**config.mk**
```make
export PLATFORM = sky130hd
export DESIGN_NAME = adc_emu_top
export DESIGN_NICKNAME = d
export VERILOG_FILES = /design/src/rtl/adc_emu_pkg.sv /design/src/rtl/adc_emu_sync.sv /design/src/rtl/adc_emu_frame.sv /design/src/rtl/adc_emu_power.sv /design/src/rtl/adc_emu_top.sv
export SDC_FILE = /design/constraint.sdc
export NUM_CORES = 1
export LEC_CHECK = 0
export BUFFER_PORTS_ARGS = -buffer_cell sky130_fd_sc_hd__clkbuf_2
export CORE_MARGIN = 5
export CORE_UTILIZATION = 40
export DETAILED_ROUTE_END_ITERATION = 8
export HOLD_SLACK_MARGIN = 0.08
export PLACE_DENSITY = 0.56
export SETUP_SLACK_MARGIN = 0.15
export SLEW_MARGIN = 30
export SYNTH_ARGS = -nofsm -noshare
export SYNTH_HDL_FRONTEND = slang
export SYNTH_SLANG_ARGS = --single-unit
```
**constraint.sdc**
```tcl
create_clock -name clk -period 2.9 [get_ports clk]
set_clock_uncertainty 0.2 [all_clocks]
set_input_delay 0.58 -clock clk [delete_from_list [all_inputs] [get_ports clk]]
set_output_delay 0.58 -clock clk [all_outputs]
set_load 0.005 [all_outputs]
```
**src/rtl/adc_emu_pkg.sv**
```systemverilog
package adc_emu_pkg;
   typedef enum logic [1:0] {
      PWR_NORMAL = 2'd0,
      PWR_DOWN   = 2'd1,
      PWR_WAKING = 2'd2
   } pwr_state_t;
endpackage

```
**src/rtl/adc_emu_sync.sv**
```systemverilog
module adc_emu_sync #(
   parameter int STAGES = 2
) (
   input  logic clk,
   input  logic rst_n,
   input  logic pin_i,
   input  logic rst_val_i,
   output logic level_o,
   output logic prev_o
);
   logic [STAGES-1:0] chain_q;
   logic              prev_q;

   generate
      if (STAGES < 2) begin : g_bad
         $error("adc_emu_sync needs at least two stages");
      end
   endgenerate

   always_ff @(posedge clk or negedge rst_n) begin
      if (!rst_n) begin
         chain_q <= {STAGES{rst_val_i}};
         prev_q  <= rst_val_i;
      end else begin
         chain_q <= {chain_q[STAGES-2:0], pin_i};
         prev_q  <= chain_q[STAGES-1];
      end
   end

   assign level_o = chain_q[STAGES-1];
   assign prev_o  = prev_q;
endmodule

```
**src/rtl/adc_emu_frame.sv**
```systemverilog
module adc_emu_frame #(
   parameter int SAMPLE_W     = 12,
   parameter int LEAD_W       = 4,
   parameter bit INVALID_ONES = 1'b1,
   localparam int FRAME_W     = SAMPLE_W + LEAD_W,
   localparam int CNT_W       = $clog2(FRAME_W + 2)
) (
   input  logic                clk,
   input  logic                rst_n,
   input  logic                cs_fall_i,
   input  logic                cs_rise_i,
   input  logic                sclk_fall_i,
   input  logic                word_ok_i,
   input  logic [SAMPLE_W-1:0] sample_i,
   output logic                in_frame_o,
   output logic [CNT_W-1:0]    cnt_o,
   output logic                sdata_o,
   output logic                valid_o
);
   localparam logic [CNT_W-1:0] CNT_MAX = CNT_W'(FRAME_W + 1);

   logic [FRAME_W-1:0] shreg_q;
   logic [CNT_W-1:0]   cnt_q;
   logic               in_frame_q;
   logic               valid_q;
   logic [FRAME_W-1:0] bad_word;
   logic               fill_bit;

   generate
      if (INVALID_ONES) begin : g_fill_ones
         assign bad_word = '1;
         assign fill_bit = ~valid_q;
      end else begin : g_fill_zeros
         assign bad_word = '0;
         assign fill_bit = 1'b0;
      end
   endgenerate

   always_ff @(posedge clk or negedge rst_n) begin
      if (!rst_n) begin
         shreg_q    <= '0;
         cnt_q      <= '0;
         in_frame_q <= 1'b0;
         valid_q    <= 1'b0;
      end else if (cs_fall_i) begin
         in_frame_q <= 1'b1;
         cnt_q      <= '0;
         valid_q    <= word_ok_i;
         shreg_q    <= word_ok_i ? {{LEAD_W{1'b0}}, sample_i} : bad_word;
      end else if (cs_rise_i) begin
         in_frame_q <= 1'b0;
         valid_q    <= 1'b0;
      end else if (sclk_fall_i && in_frame_q) begin
         if (cnt_q != CNT_MAX) cnt_q <= cnt_q + 1'b1;
         shreg_q <= {shreg_q[FRAME_W-2:0], fill_bit};
      end
   end

   assign in_frame_o = in_frame_q;
   assign cnt_o      = cnt_q;
   assign sdata_o    = shreg_q[FRAME_W-1];
   assign valid_o    = valid_q;
endmodule

```
**src/rtl/adc_emu_power.sv**
```systemverilog
module adc_emu_power
   import adc_emu_pkg::*;
#(
   parameter int CNT_W     = 5,
   parameter int DOWN_EDGE = 2,
   parameter int WAKE_EDGE = 10,
   parameter int FULL_EDGE = 16
) (
   input  logic             clk,
   input  logic             rst_n,
   input  logic             cs_fall_i,
   input  logic             cs_rise_i,
   input  logic             sclk_fall_i,
   input  logic             in_frame_i,
   input  logic [CNT_W-1:0] cnt_i,
   output pwr_state_t       state_o
);
   localparam logic [CNT_W-1:0] DOWN_C = CNT_W'(DOWN_EDGE);
   localparam logic [CNT_W-1:0] WAKE_C = CNT_W'(WAKE_EDGE);
   localparam logic [CNT_W-1:0] LAST_C = CNT_W'(FULL_EDGE - 1);

   pwr_state_t state_q, state_d;

   always_comb begin
      state_d = state_q;
      case (state_q)
         PWR_NORMAL: begin
            if (cs_rise_i && cnt_i >= DOWN_C && cnt_i < WAKE_C) state_d = PWR_DOWN;
         end
         PWR_DOWN: begin
            if (cs_fall_i) state_d = PWR_WAKING;
         end
         PWR_WAKING: begin
            if (cs_rise_i) begin
               state_d = (cnt_i < WAKE_C) ? PWR_DOWN : PWR_NORMAL;
            end else if (sclk_fall_i && in_frame_i && cnt_i == LAST_C) begin
               state_d = PWR_NORMAL;
            end
         end
         default: state_d = PWR_NORMAL;
      endcase
   end

   always_ff @(posedge clk or negedge rst_n) begin
      if (!rst_n) state_q <= PWR_NORMAL;
      else        state_q <= state_d;
   end

   assign state_o = state_q;
endmodule

```
**src/rtl/adc_emu_top.sv**
```systemverilog
module adc_emu_top
   import adc_emu_pkg::*;
#(
   parameter int SAMPLE_W     = 12,
   parameter int LEAD_W       = 4,
   parameter int SYNC_STAGES  = 2,
   parameter int DOWN_EDGE    = 2,
   parameter int WAKE_EDGE    = 10,
   parameter bit INVALID_ONES = 1'b1
) (
   input  logic                clk,
   input  logic                rst_n,
   input  logic                cs_n_i,
   input  logic                sclk_i,
   input  logic [SAMPLE_W-1:0] sample_i,
   output logic                sdata_o,
   output logic                sdata_oe_o,
   output logic [1:0]          pwr_state_o,
   output logic                data_valid_o
);
   localparam int FRAME_W = SAMPLE_W + LEAD_W;
   localparam int CNT_W   = $clog2(FRAME_W + 2);

   generate
      if (LEAD_W < 1 || SAMPLE_W < 1) begin : g_bad_width
         $error("adc_emu_top: word fields must be non-empty");
      end
      if (DOWN_EDGE < 1 || WAKE_EDGE <= DOWN_EDGE || WAKE_EDGE >= FRAME_W) begin : g_bad_edges
         $error("adc_emu_top: edge thresholds must satisfy 1 <= DOWN < WAKE < frame length");
      end
   endgenerate

   logic cs_lvl, cs_prev, sclk_lvl, sclk_prev;
   logic cs_fall, cs_rise, sclk_fall;
   logic in_frame;
   logic [CNT_W-1:0] frame_cnt;
   pwr_state_t state;

   adc_emu_sync #(.STAGES(SYNC_STAGES)) cs_sync_i (
      .clk(clk), .rst_n(rst_n), .pin_i(cs_n_i), .rst_val_i(1'b1),
      .level_o(cs_lvl), .prev_o(cs_prev)
   );

   adc_emu_sync #(.STAGES(SYNC_STAGES)) sclk_sync_i (
      .clk(clk), .rst_n(rst_n), .pin_i(sclk_i), .rst_val_i(1'b1),
      .level_o(sclk_lvl), .prev_o(sclk_prev)
   );

   assign cs_fall   = cs_prev & ~cs_lvl;
   assign cs_rise   = ~cs_prev & cs_lvl;
   assign sclk_fall = sclk_prev & ~sclk_lvl;

   adc_emu_frame #(
      .SAMPLE_W(SAMPLE_W), .LEAD_W(LEAD_W), .INVALID_ONES(INVALID_ONES)
   ) frame_i (
      .clk(clk), .rst_n(rst_n),
      .cs_fall_i(cs_fall), .cs_rise_i(cs_rise), .sclk_fall_i(sclk_fall),
      .word_ok_i(state == PWR_NORMAL), .sample_i(sample_i),
      .in_frame_o(in_frame), .cnt_o(frame_cnt),
      .sdata_o(sdata_o), .valid_o(data_valid_o)
   );

   adc_emu_power #(
      .CNT_W(CNT_W), .DOWN_EDGE(DOWN_EDGE), .WAKE_EDGE(WAKE_EDGE), .FULL_EDGE(FRAME_W)
   ) power_i (
      .clk(clk), .rst_n(rst_n),
      .cs_fall_i(cs_fall), .cs_rise_i(cs_rise), .sclk_fall_i(sclk_fall),
      .in_frame_i(in_frame), .cnt_i(frame_cnt), .state_o(state)
   );

   assign sdata_oe_o  = in_frame;
   assign pwr_state_o = state;
endmodule

```
### Word level (Yosys, flattened, before mapping)

Cells that the tools add are included.

* reduce and logical (&&, ||, !) cells: 11
* equality and inequality tests: 8
* $add $sub $neg: 1
* multiplexer cells: 17
* $lt $le $gt $ge: 2
* bitwise logic cells: 7

Operators by type and width (number)
* two-way mux 16 bit: 4
* two-way mux 5 bit: 4
* two-way mux 2 bit: 4
* case mux 2 bit (3 select lines): 1
* AND reduction 3 bit: 2
* nonzero test 2 bit: 3
* adder 5 x 1 -> 5 bit (second input constant): 1
* equality test 5 x 4 -> 1 bit (second input constant): 1
* greater-or-equal comparator 5 x 2 -> 1 bit (second input constant): 1
* less-than comparator 5 x 4 -> 1 bit (second input constant): 1
* != test 5 bit (second input constant): 1
* logical AND 1 bit: 4
* two-way mux 1 bit: 4
* != test 2 bit (second input constant): 2
* NOT 1 bit: 4
* bitwise AND 1 bit: 3
* != test 3 x 1 -> 1 bit (second input constant): 1
* equality test 2 x 1 -> 1 bit (second input constant): 1
* equality test 2 bit (second input constant): 1
* logical NOT 2 bit: 1
* != test 2 x 1 -> 1 bit (second input constant): 1
* AND reduction 2 bit: 1

* logic and storage cells: 55
* register bits after elaboration: 31
* input bits: 16

### Longest topological paths before layout

* depth after elaboration: 7
* mapped depth: 9

### Worst setup path after synthesis

No wires, ideal clock.

* kind: register -> register
* start: register cs_sync_i.chain_q[1]
* end: register frame_i.cnt_q[0], in the netlist frame_i.cnt_o[0]
* path buffers: 2
* setup time: 0.125 ns
* path slack: 0.886 ns
* cell stages (with the launch flop): 9
* arrival: 1.689 ns
* required time: 2.575 ns
* path through: dfstp_2 > inv_1 > ha_1 > buf_4 > nor2_1 > and4b_1 > or2_1 > buf_6 > mux2_4

* longest elaborated chain between the ends: 4
* elaborated cells between the ends (all ways): 8
* those cells by class: eq/ne (1); mux (1); bitwise (3); reduce/logical (3)

Ends and longest elaborated chain
* start, declared: line adc_emu_sync.sv:11 `logic [STAGES-1:0] chain_q;`
* start signal, assigned: line adc_emu_sync.sv:22 `chain_q <= {STAGES{rst_val_i}};`
* start signal, assigned: line adc_emu_sync.sv:25 `chain_q <= {chain_q[STAGES-2:0], pin_i};`
* NOT 1 bit *: line adc_emu_top.sv:49 `assign cs_fall = cs_prev & ~cs_lvl;`
* bitwise AND 1 bit *: line adc_emu_top.sv:49
* via cs_fall: line adc_emu_top.sv:34 `logic cs_fall, cs_rise, sclk_fall;`
* != test 2 bit (no line) / nonzero test 2 bit (equally long branches)
* AND reduction 3 bit (no line)
* end signal, assigned: line adc_emu_frame.sv:54 `if (cnt_q != CNT_MAX) cnt_q <= cnt_q + 1'b1;`
* end, declared: line adc_emu_frame.sv:23 `logic [CNT_W-1:0] cnt_q;`

Mark *: on every way through the listed nets, which the timed path passes. The rest lies on a longest branch.
A chain may end at the register's enable or synchronous reset.

### Worst setup path after layout

Same ends and word-level chain as after synthesis.

==> results.yml <==
cells_and_area:
  ff_latch_area_sq_um: 783
  nets: 178
  layout-drive-gt1-share_pct: 28.8
  multiInputGateArea_sq_um: 581
  area_growth_pct: 12.5
  n_antenna_cell: 0
  fin_cells: 202
  num-fill-cells: 347
synth:
  ys_warn_count: 0
  synth-adder-area-share_pct: 6.06
  yosysTopAreaCell: "dfrtp_1"
  yosysMostFrequentCell: "dfrtp_1"
  synth_seq_cells: 31
  synthDistinctLibCells: 30
  synthXorXnorAreaFrac_pct: 0
  synth_compound_area_share_pct: 20.8
  synthSimpleGateAreaFrac_pct: 11.2
  ys_seq_area_share_pct: 54.2
  yosysTopAreaCellShare_pct: 43.3
  synth_mux_area_share_pct: 2.08
  synth_area_leaders: "dfrtp_1 (43%), dfstp_2 (11%), o21ai_0 (7.3%), ha_1 (6.1%), nand2_1 (5.2%)"
  ys_top_cells_by_count: "dfrtp_1 (25), o21ai_0 (21), nand2_1 (20)"
  netlist_instances: 135
  ys.flop_type: "dfrtp_1"
  netlist_area_sq_mm: 0.00145
  ys_async_sr_fraction_pct: 100
  synth_top_family_by_area: "compound AO/OA/AOI/OAI gates"
  synth-edff-count: 0
  postSynthAreaPerCell_sq_um: 10.7
  synth_nets: 158
floorplan:
  fp-row-count: 21
  start_util_pct: 42.3
  die_area_sq_mm: 0.00492
  ios: 21
  die_w_um: 70.1
  core-area_sq_mm: 0.00342
  die_h_um: 70.1
power:
  seq_power_share_pct: 52.6
  ir_drop_mv: 0.373
  p_clk_share_pct: 22.7
  power_density_mw_per_mm2: 750
  comb_power_share_pct: 24.7
  netSwitchingFraction_pct: 31.3
  total_power_mw: 1.22
  p_int_mw: 0.839
  leakagePower_nw: 0.758
  power_switching_mw: 0.382
timing:
  max-slew-margin-rel_pct: 51.3
  rsz0062_at_grt: "no"
  setup_slack_ns: 0.593
  fin_setup_tns_ns: 0
  holdWs_ns: 0.109
  hold_viol_final: 0
  min_period_over_period_pct: 79.5
  min_period_ns: 2.31
  setup_violations: 0
  max_freq_mhz: 433
  worst_pin_slew_ns: 0.730
  drv_slew: 0
placement:
  place_ws_ns: 0.614
  gp_congestion: 0.785
  io_buffer_count: 20
  dp.cells: 194
  hpwl_um: 1840
clock_network:
  cts_max_level: 2
  clockRootBuffer: "clkbuf_4"
  cts_buffer_depth: 2
  clk_pin_slew_ns: 0.09
  hold_buffers: 0
  clk_latency_ns: 0.32
  cts_tree: "built"
  cts_buffers: 5
  cts_sinks: 31
  cts_setup_buffers: 0
  cts_resized: 0
route:
  drtIter0Drc: 48
  drc: 0
  dr.pass1.iters: 4
  ant_nets: 0
  dr_total_vias: 1024
  vias_per_cell: 5.07
  routed_wl_um: 2610
  wl_per_cell_um: 12.9
setup_path:
  cp-start-kind: "flip-flop"
  cp_max_fo: 23
  rr_worst_depth: 7
  regToRegStartpoint: "cs_sync_i.chain_q[1]$_DFF_PN1_"
  path_class: "flip-flop to flip-flop"
  slowest_delay_ns: 0.57
  r2r_slack_ns: 0.59
  cp_slowest_cell: "dfstp_2"
  arrival_ns: 2.31
  path_cells: "inv_1 > ha_1 > buf_4 > nor2_1 > and4b_1 > or2_1 > mux2_4"
  r2r-end: "frame_i.cnt_o[0]$_DFFE_PN0P_"
  crit_path_end_kind: "flip-flop"
  crit_required_ns: 2.90
global_routing:
  grt_usage_pct: 12.4
  grt_pass1_vias: 1020
  grt_max_degree: 36
  grt_overflow: 0
  antenna_found_initial: 0
  grt_pass1_wl_um: 4820
status:
  status: "completed"
worst_hold_path:
  hold_class: "primary input to async pin"
flow_run:
  drv_cap: 0
-- kinds of logic after synthesis --
logic type | after synthesis
mux | 2
flops | 31
fa+ha+maj | 7
buf+inv | 15
compound gates | 45
simple gates | 35
-- worst max-delay path by stage --
stage                                    from                           end  slack, ns  cells past startpoint
2_1_floorplan  cs_sync_i.chain_q[1]$_DFF_PN1_  frame_i.cnt_o[0]$_DFFE_PN0P_       0.89                      8
4_1_cts        cs_sync_i.chain_q[1]$_DFF_PN1_  frame_i.cnt_o[0]$_DFFE_PN0P_       0.60                      7
3_5_place_dp   cs_sync_i.chain_q[1]$_DFF_PN1_  frame_i.cnt_o[0]$_DFFE_PN0P_       0.61                      7
3_3_place_gp   cs_sync_i.chain_q[1]$_DFF_PN1_  frame_i.cnt_o[4]$_DFFE_PN0P_       0.70                      7
5_1_grt        cs_sync_i.chain_q[1]$_DFF_PN1_  frame_i.cnt_o[4]$_DFFE_PN0P_       0.48                      7
6_report       cs_sync_i.chain_q[1]$_DFF_PN1_  frame_i.cnt_o[0]$_DFFE_PN0P_       0.59                      7
-- metal layers --
metal	global-route usage [%]	wire, um	up-vias
met5	0	0	-
met4	3.83	24	0
met3	5.02	128	4
met2	18.0	1110	17
met1	16.9	1340	493
li1	-	-	510
-- through the flow --
step                area, sq um  util, %
finish                     1630     47.7
detailed placement         1560     45.6
global route               1630     47.7
global placement           1560     45.6
floorplan                  1450        -
CTS                        1630     47.7
-- area by class of cell --
type / count / area share, %
tap: 46 / 3.54
inverter: 6 / 1.38
timing repair buffer: 22 / 7.07
clock buffer: 8 / 4.23
multi-input combinational: 89 / 35.7
sequential: 31 / 48.1
-- cells in the final DEF (no fill, tap or decap), types with 2 or more instances in the layout --
cell type,instances
buf_4,2
clkbuf_2,20
clkbuf_4,5
clkbuf_8,2
dfrtp_1,25
dfstp_2,6
ha_1,7
inv_1,5
mux2_4,2
nand2_1,20
nand3_1,2
nor2_1,5
o21ai_0,21
o21ai_1,6
o22ai_1,8
o22ai_2,4
-- power groups by stage --
stage | combinational (mW) | sequential [mW] | clock [mW]
global route | 0.355 | 0.661 | 0.313
global placement | 0.295 | 0.645 | 0
detailed placement | 0.304 | 0.648 | 0
CTS | 0.306 | 0.642 | 0.291
floorplan | 0.231 | 0.626 | 0
finish | 0.302 | 0.641 | 0.277
-- worst max-delay path, delay by kind of cell, from the launching register on --
kind / cells / cell delay [ns]
buffers and inverters: 2 / 0.28
AND/OR/NAND/NOR: 3 / 0.61
adder cells (fa/ha/maj): 1 / 0.22
multiplexers: 1 / 0.32
flip-flops: 1 / 0.57
-- registers in the layout, summed over array words and instances (netlist names) --
signal and count:
sclk_sync_i.chain_q 2, frame_i.cnt_o 5, frame_i.shreg_q 16, cs_sync_i.prev_o 1, sclk_sync_i.prev_o 1, cs_sync_i.chain_q 2, frame_i.valid_o 1, frame_i.in_frame_o 1
power_i.state_o 2
Power figures use the tool's default switching activity.
